--- src/rtl/pfs_pkg.sv ---
package pfs_pkg;

    typedef enum logic [1:0] {
        FN_GPIO   = 2'd0,
        FN_TIMER  = 2'd1,
        FN_SERIAL = 2'd2,
        FN_DMA    = 2'd3
    } pin_fn_e;

    localparam int FN_COUNT = 4;

    localparam int REG_PORT = 0;
    localparam int REG_SEL  = 1;
    localparam int REG_EXT  = 2;

    localparam int SEL_RDY_BIT = 0;
    localparam int SEL_CLK_BIT = 1;
    localparam int SEL_W       = 2;

    typedef struct packed {
        logic clr_all;   // cold: every register
        logic clr_live;  // cold or hot: port and select registers
    } rst_cmd_t;

    function automatic logic [FN_COUNT-1:0] fn_onehot(pin_fn_e f);
        return FN_COUNT'(1) << f;
    endfunction

    // Extension pin: DMA overrides the port-function bit
    function automatic pin_fn_e decode_ext_pin(logic ext_bit, logic port_bit);
        if (ext_bit)       return FN_DMA;
        else if (port_bit) return FN_SERIAL;
        else               return FN_GPIO;
    endfunction

    // Serial pin: serial only when select is set and port bit is clear
    function automatic pin_fn_e decode_ser_pin(logic sel_bit, logic port_bit);
        if (port_bit)     return FN_TIMER;
        else if (sel_bit) return FN_SERIAL;
        else              return FN_GPIO;
    endfunction

endpackage

--- src/rtl/pfs_rst_ctrl.sv ---
module pfs_rst_ctrl
    import pfs_pkg::*;
(
    input  logic     cold_rst,
    input  logic     hot_rst,
    output rst_cmd_t rst_cmd,
    output logic     wr_block
);
    always_comb begin
        rst_cmd.clr_all  = cold_rst;
        rst_cmd.clr_live = cold_rst | hot_rst;
        wr_block         = cold_rst | hot_rst;
    end
endmodule

--- src/rtl/pfs_regs.sv ---
module pfs_regs
    import pfs_pkg::*;
#(
    parameter int DATA_W  = 8,
    parameter int ADDR_W  = 2,
    parameter int NUM_EXT = 4
) (
    input  logic                  clk,
    input  rst_cmd_t              rst_cmd,
    input  logic                  wr_block,
    input  logic                  wr_en,
    input  logic [ADDR_W-1:0]     addr,
    input  logic [DATA_W-1:0]     wdata,
    output logic [NUM_EXT+1:0]    port_q,
    output logic [SEL_W-1:0]      sel_q,
    output logic [NUM_EXT-1:0]    ext_q,
    output logic [DATA_W-1:0]     rdata
);
    localparam int NUM_PINS = NUM_EXT + 2;

    logic wr_ok;
    logic wr_port, wr_sel, wr_ext;

    always_comb begin
        wr_ok   = wr_en && !wr_block;
        wr_port = wr_ok && (int'(addr) == REG_PORT);
        wr_sel  = wr_ok && (int'(addr) == REG_SEL);
        wr_ext  = wr_ok && (int'(addr) == REG_EXT);
    end

    // Port-function and serial-select: cleared by either reset
    always_ff @(posedge clk) begin
        if (rst_cmd.clr_live) begin
            port_q <= '0;
            sel_q  <= '0;
        end else begin
            if (wr_port) port_q <= wdata[NUM_PINS-1:0];
            if (wr_sel)  sel_q  <= wdata[SEL_W-1:0];
        end
    end

    // Extension: cleared by cold reset only
    always_ff @(posedge clk) begin
        if (rst_cmd.clr_all)
            ext_q <= '0;
        else if (wr_ext)
            ext_q <= wdata[NUM_EXT-1:0];
    end

    always_comb begin
        rdata = '0;
        case (int'(addr))
            REG_PORT: rdata[NUM_PINS-1:0] = port_q;
            REG_SEL:  rdata[SEL_W-1:0]    = sel_q;
            REG_EXT:  rdata[NUM_EXT-1:0]  = ext_q;
            default:  rdata = '0;
        endcase
    end
endmodule

--- src/rtl/pfs_decode.sv ---
module pfs_decode
    import pfs_pkg::*;
#(
    parameter int NUM_EXT = 4
) (
    input  logic [NUM_EXT+1:0]                  port_q,
    input  logic [SEL_W-1:0]                    sel_q,
    input  logic [NUM_EXT-1:0]                  ext_q,
    output logic [(NUM_EXT+2)*FN_COUNT-1:0]     pin_fn
);
    localparam int RDY_PIN = NUM_EXT;
    localparam int CLK_PIN = NUM_EXT + 1;

    for (genvar p = 0; p < NUM_EXT; p++) begin : g_ext
        always_comb
            pin_fn[p*FN_COUNT +: FN_COUNT] =
                fn_onehot(decode_ext_pin(ext_q[p], port_q[p]));
    end

    always_comb begin
        pin_fn[RDY_PIN*FN_COUNT +: FN_COUNT] =
            fn_onehot(decode_ser_pin(sel_q[SEL_RDY_BIT], port_q[RDY_PIN]));
        pin_fn[CLK_PIN*FN_COUNT +: FN_COUNT] =
            fn_onehot(decode_ser_pin(sel_q[SEL_CLK_BIT], port_q[CLK_PIN]));
    end
endmodule

--- src/rtl/pin_func_sel.sv ---
module pin_func_sel
    import pfs_pkg::*;
#(
    parameter int DATA_W  = 8,
    parameter int ADDR_W  = 2,
    parameter int NUM_EXT = 4
) (
    input  logic                              clk,
    input  logic                              cold_rst,
    input  logic                              hot_rst,
    input  logic                              wr_en,
    input  logic [ADDR_W-1:0]                 addr,
    input  logic [DATA_W-1:0]                 wdata,
    output logic [DATA_W-1:0]                 rdata,
    output logic [(NUM_EXT+2)*FN_COUNT-1:0]   pin_fn
);
    localparam int NUM_PINS = NUM_EXT + 2;

    rst_cmd_t               rst_cmd;
    logic                   wr_block;
    logic [NUM_PINS-1:0]    port_q;
    logic [SEL_W-1:0]       sel_q;
    logic [NUM_EXT-1:0]     ext_q;

    pfs_rst_ctrl u_rst (
        .cold_rst (cold_rst),
        .hot_rst  (hot_rst),
        .rst_cmd  (rst_cmd),
        .wr_block (wr_block)
    );

    pfs_regs #(
        .DATA_W  (DATA_W),
        .ADDR_W  (ADDR_W),
        .NUM_EXT (NUM_EXT)
    ) u_regs (
        .clk      (clk),
        .rst_cmd  (rst_cmd),
        .wr_block (wr_block),
        .wr_en    (wr_en),
        .addr     (addr),
        .wdata    (wdata),
        .port_q   (port_q),
        .sel_q    (sel_q),
        .ext_q    (ext_q),
        .rdata    (rdata)
    );

    pfs_decode #(
        .NUM_EXT (NUM_EXT)
    ) u_dec (
        .port_q (port_q),
        .sel_q  (sel_q),
        .ext_q  (ext_q),
        .pin_fn (pin_fn)
    );
endmodule

--- config.mk ---
export PLATFORM = sky130hd
export DESIGN_NAME = pin_func_sel
export DESIGN_NICKNAME = d
export VERILOG_FILES = /design/src/rtl/pfs_pkg.sv /design/src/rtl/pfs_rst_ctrl.sv /design/src/rtl/pfs_regs.sv /design/src/rtl/pfs_decode.sv /design/src/rtl/pin_func_sel.sv
export SDC_FILE = /design/constraint.sdc
export NUM_CORES = 1
export LEC_CHECK = 0
export BUFFER_PORTS_ARGS = -buffer_cell sky130_fd_sc_hd__buf_4
export CAP_MARGIN = 10
export CORE_MARGIN = 5
export CORE_UTILIZATION = 37
export CTS_CLUSTER_DIAMETER = 30
export DETAILED_ROUTE_END_ITERATION = 16
export MAX_ROUTING_LAYER = met4
export PLACE_DENSITY = 0.71
export RECOVER_POWER = 50
export SLEW_MARGIN = 25
export SYNTH_ARGS = -nofsm -noshare
export SYNTH_HDL_FRONTEND = slang
export SYNTH_SLANG_ARGS = --single-unit
--- constraint.sdc ---
create_clock -name clk -period 1.15 [get_ports clk]
set_input_delay 0.115 -clock clk [delete_from_list [all_inputs] [get_ports clk]]
set_output_delay 0.115 -clock clk [all_outputs]
set_load 0.01 [all_outputs]
==> metrics, run 1 <==
Setup-failing EPs final 0; clk_skew 0 ns; Overflow after GRT 0; row cnt 16; number of global-route vias before repair 662; Synth Instances 94; area of the core 1902 sq um; Util after Layout 53.55%; Synth area leader dfxtp_1; DRC violation total after the first TritonRoute iteration 4; synth cell count leaders dfxtp_1 (12), mux2i_1 (12), nor2_1 (10); DR WL/cell 11.47 um; P per Cell Area 884.3 nW/um^2; largest net degree at the start of global routing 9; root buffer cell clkbuf_4; I/O pin count 46; RR Startpoint u_regs.ext_q[3]$_SDFFE_PP0P_; DP HPWL 1.441 mm; DRC 0; clock sinks 12; maximum clock path buffer count 2; warnings from Yosys 0; hold_sp wdata[5]; RD Place Congestion 0.8330; register area 245.2 sq um; post-synthesis register bit count 12; Pre-antenna DRT Iters 2; RSZ-0062 raised after global routing true; CP Max Fanout 5; Total GRT Usage 13.17%; Die Span X 54.10 um; vias per cell 4.487; Final WS setup 0.04618 ns; ys flop type dfxtp_1; WP data required 1.03 ns; Buffers on Ports 35; Avg Cell Area, Syn 7.654 sq um; register area share after synthesis 33.39%; dpl cells 154; max-slew violations 0; non-filler instance count after layout 158; first-pass GRT wire length 2.656 mm; status complete, no violations; Die Area 2926 sq um; Final period util 95.98%; worst setup path start u_regs.ext_q[3]$_SDFFE_PP0P_; max_cap viols 0; area occupied by multi-input gates 391.6 sq um; Worst-Skew Late Latency 0.27 ns; Synth-to-Final Area Change 41.57%; nets@finish 146; TritonCTS Buffers 3; clock-pin transition on the worst setup and hold timing paths 0.08 ns; H-tree Lvls 1; Initial Utilization 37.83%; Min-Delay Path Class input port to register; DR vias 709; fill count 196; post-route minimum period 1.104 ns; CP Capture Type output port; number of diodes 0; die height 54.10 um; CTS tree yes; final hold vios 0; top cells by area, synth dfxtp_1 (33%), mux2i_1 (17%), buf_4 (8.3%); Worst Setup Start Kind register; final WL 1.812 mm; DP Worst Slack -0.1329 ns; Post-DRT Antenna Nets 0; Fmax achieved 905.9 MHz; Post-Syn Area 719.4 sq um; WS Path Type register to output port; Post-synth EDFFs 0; top-area cell type share of the netlist area 33.39%; count of cell types in the netlist 21; Max IR drop VDD 0.0005890 V; share of layout cells above drive strength 1 33.59%; initial antenna violation count 0; Arrival @ worst endpoint 0.99 ns; Leakage 0.0005345 uW; async set-reset flop share out of synthesis 0%
==> final cells by class <==
class,instances,share of cell area [%]
multi-input combinational,67,38.45
timing repair buffer,42,28.38
sequential,12,24.08
inverter,6,2.211
clock buffer,4,3.563
tap,27,3.317
==> repair_timing <==
| item | in CTS | in global routing |
|---|---|---|
| endpoints found under the setup margin | 2 | 4 |
| pin swaps | 0 | 0 |
| hold buffers | 0 | 0 |
| resized for setup | 4 | 4 |
| setup buffers | 0 | 0 |
==> stage by stage <==
step           hold WS, ns  instance area (sq um)  power [uW]  setup TNS (ns)
4_1_cts            0.07989                   1045       920.1               0
6_report           0.08975                   1018       900.7               0
2_1_floorplan       0.1841                  745.7       520.7               0
3_5_place_dp        0.3686                   1003       582.0         -0.4132
3_3_place_gp        0.3613                   1003       579.1         -0.2542
5_1_grt            0.08146                   1018       955.3         -0.1164
==> cells in the final DEF (no fill, tap or decap), drive strengths merged <==
cell type,instances
buf,34
mux2i,12
dfxtp,12
clkbuf,12
nor2,10
nand2,8
conb,8
nor2b,7
inv,6
o21ai,6
or3,3
a21oi,3
and2,2
nor3,2
nand3,1
or3b,1
nand2b,1
and2b,1
o31ai,1
nand3b,1
==> where the power goes <==
part | switching (uW) | internal [uW] | total [uW]
clock network | 141 | 192 | 333
logic | 73.1 | 66.5 | 140
registers | 6.24 | 422 | 428
total | 220 | 680 | 901
==> cell families after synthesis <==
logic type	share of synthesized area, %
muxes	16.70
and+or+nand+nor	26.26
other	0.5212
DFF	33.39
AOI/OAI and AO/OA	7.304
buffers and inverters	15.83
==> worst max-delay path, stage by stage (launching register included) <==
cell	delay, ns
dfxtp_1	0.40
mux2i_1	0.10
nor2_1	0.09
buf_4	0.13
==> final timing paths <==
check                                        to  slack [ns]  cells after the start
setup / recovery                       rdata[3]        0.05                      3
setup reg to reg   u_regs.ext_q[3]$_SDFFE_PP0P_        0.34                      3
hold reg to reg   u_regs.port_q[1]$_SDFFE_PP0P_        0.48                      2
hold / removal    u_regs.port_q[5]$_SDFFE_PP0P_        0.09                      3
==> layer usage <==
layer	vias up	global-route usage (%)	part of all wire [%]
li1	361	-	-
met1	322	14.76	41
met2	22	22.38	50
met3	4	1.662	7.5
met4	0	7.469	1.0
met5	-	-	0
==> registers in the layout, indices dropped and copies added (netlist names) <==
register,flops
u_regs.sel_q,2
u_regs.ext_q,4
u_regs.port_q,6
No activity file was read; power rests on OpenSTA's default activity.
==> run 2: changes to the inputs <==
--- a/config.mk
+++ b/config.mk
@@ -7,12 +7,12 @@
 export LEC_CHECK = 0
 export BUFFER_PORTS_ARGS = -buffer_cell sky130_fd_sc_hd__buf_4
 export CAP_MARGIN = 10
-export CORE_MARGIN = 5
+export CORE_MARGIN = 4
 export CORE_UTILIZATION = 37
 export CTS_CLUSTER_DIAMETER = 30
 export DETAILED_ROUTE_END_ITERATION = 16
 export MAX_ROUTING_LAYER = met4
-export PLACE_DENSITY = 0.71
+export PLACE_DENSITY_LB_ADDON = 0.3
 export RECOVER_POWER = 50
 export SLEW_MARGIN = 25
 export SYNTH_ARGS = -nofsm -noshare
==> metrics, run 2 (synthesized netlist as in run 1, its figures left out) <==
DP HPWL 1.448 mm (was 1.441 mm); Worst-Skew Late Latency 0.27 ns (about the same); Buffers on Ports 35 (unchanged); overall power 831.5 uW (was 900.7 uW); number of global-route vias before repair 709 (was 662); clock power share 32.1% (was 37.0%); number of diodes 0 (unchanged); RD Place Congestion 0.7839 (was 0.8330); Final period util 95.54% (was 95.98%); Max IR drop VDD 0.0006056 V (was 0.0005890 V); cell depth of the worst hold path 3 (unchanged); Total GRT Usage 15.26% (was 13.17%); clock-pin transition on the worst setup and hold timing paths 0.08 ns (about the same); clock sinks 12 (unchanged); Overflow after GRT 0 (unchanged); WP data required 1.03 ns (about the same); root buffer cell clkbuf_4 (unchanged); worst-case hold slack 0.07447 ns (was 0.08975 ns); Initial Utilization 40.35% (was 37.83%); P per Cell Area 823.5 nW/um^2 (was 884.3 nW/um^2); max_cap viols 0 (unchanged); post-route minimum period 1.099 ns (was 1.104 ns); Largest Register u_regs.port_q (unchanged); number of hold buffers added after CTS 0 (unchanged); P_sw 224.1 uW (was 220.4 uW); CP cell instances mux2i_1, o21ai_1, buf_4 (was mux2i_1, nor2_1, buf_4); critical path depth in cells 3 (unchanged); RSZ-0062 raised after global routing false (was true); DRC 0 (unchanged); slowest stage delay, CP 0.35 ns (was 0.40 ns); Synth-to-Final Area Change 40.35% (was 41.57%); first-pass GRT wire length 2.946 mm (was 2.656 mm); Setup-failing EPs final 0 (unchanged); Fmax achieved 910.1 MHz (was 905.9 MHz); switching part of the total 26.95% (was 24.47%); DR vias 706 (was 709); Min-Delay Path Class input port to register (unchanged); WS Path Type register to output port (unchanged); CP Buf/Inv Count 1 (unchanged); TritonCTS Buffers 3 (unchanged); biggest regs u_regs.port_q: 6 flops, u_regs.ext_q: 4 flops, u_regs.sel_q: 2 flops (unchanged); H-tree Lvls 1 (unchanged); Util after Layout 56.63% (was 53.55%); largest net degree at the start of global routing 9 (unchanged); I/O pin count 46 (unchanged); row cnt 15 (was 16); status complete, no violations (unchanged); DR WL/cell 11.65 um (was 11.47 um); Arrival @ worst endpoint 0.98 ns (was 0.99 ns); max reg flops 6 (unchanged); most common cell after layout, fill and taps aside buf_4 (unchanged); final WL 1.806 mm (was 1.812 mm); final hold vios 0 (unchanged); setup TNS 0 ns (unchanged); DP Area 993.5 sq um (was 1003 sq um); DRC violation total after the first TritonRoute iteration 5 (was 4); share of layout cells above drive strength 1 36.15% (was 33.59%); R2R cell count 3 (unchanged); Worst Setup Start Kind register (unchanged); max-slew violations 0 (unchanged); most frequent cells in the layout buf_4 (35), mux2i_1 (12), nor2_1 (10) (was buf_4 (34), mux2i_1 (12), nor2_1 (10)); Flop pwr share 51.5% (was 47.5%); Post-DRT Antenna Nets 0 (unchanged); Worst path top cell family by delay flip-flops (unchanged); Comb power frac 16.5% (was 15.5%); CTS tree yes (unchanged); maximum clock path buffer count 2 (unchanged); initial antenna violation count 0 (unchanged); vias per cell 4.555 (was 4.487); Pre-antenna DRT Iters 4 (was 2); design area 1010 sq um (was 1018 sq um); Cell Int Power 607.4 uW (was 680.3 uW); area of the core 1783 sq um (was 1902 sq um); Leakage 0.0005309 uW (was 0.0005345 uW); CP Max Fanout 4 (was 5); clk_skew 0 ns (unchanged); Die Span X 52.10 um (was 54.10 um); nets@finish 146 (unchanged); die height 52.10 um (was 54.10 um); slowest CP cell dfxtp_2 (was dfxtp_1); Die Area 2714 sq um (was 2926 sq um); CP Capture Type output port (unchanged)
[run 2: final timing paths]
| path | endpoint | start | slack, ns |
|---|---|---|---|
| worst min register to register | u_regs.port_q[3]$_SDFFE_PP0P_ | u_regs.port_q[3]$_SDFFE_PP0P_ | 0.48 |
| worst min-delay path | u_regs.port_q[4]$_SDFFE_PP0P_ | wdata[4] | 0.07 |
| worst max-delay path | rdata[1] | u_regs.port_q[1]$_SDFFE_PP0P_ | 0.05 |
| worst max register to register | u_regs.ext_q[3]$_SDFFE_PP0P_ | u_regs.ext_q[3]$_SDFFE_PP0P_ | 0.34 |
[run 2: stage by stage]
stage,cells,setup slack (ns)
final,155,0.05125
after global routing,155,0.002426
after CTS,154,0.01814
after detailed placement,151,-0.09041
after global placement,151,-0.06242
after floorplan,101,0.03156
[run 2: metal layers]
metal	global-route usage, %	share of wire [%]	routed length (um)
met5	-	0	0
met4	9.170	2.3	42
met3	3.438	8.0	145
met2	24.48	45	810
met1	17.19	45	807
[run 2: layout make-up]
| class | instances | area [sq um] |
|---|---|---|
| multi-input cells | 67 | 391.6 |
| inverters | 6 | 22.52 |
| well taps | 25 | 31.28 |
| flip-flops and latches | 12 | 249.0 |
| fillers | 174 | 773.2 |
| repair buffers | 42 | 292.8 |
| clock buffers | 3 | 22.52 |
[run 2: power by group through the flow]
stage | Clock, uW | Combinational (uW) | Sequential, uW
after floorplan | 0 | 84.9 | 436
after global placement | 0 | 139 | 437
after detailed placement | 0 | 141 | 437
after CTS | 266 | 142 | 428
after global routing | 290 | 151 | 429
final | 267 | 137 | 428
[run 2: worst min-delay path, cell delays in order]
cell and delay, ns:
buf_4 0.11, inv_1 0.04, mux2i_1 0.05
[run 2: timing repair]
| item | 4_1_cts | 5_1_grt |
|---|---|---|
| gates resized for setup | 3 | 7 |
| endpoints found under the setup margin | 2 | 4 |
| setup buffers | 0 | 1 |
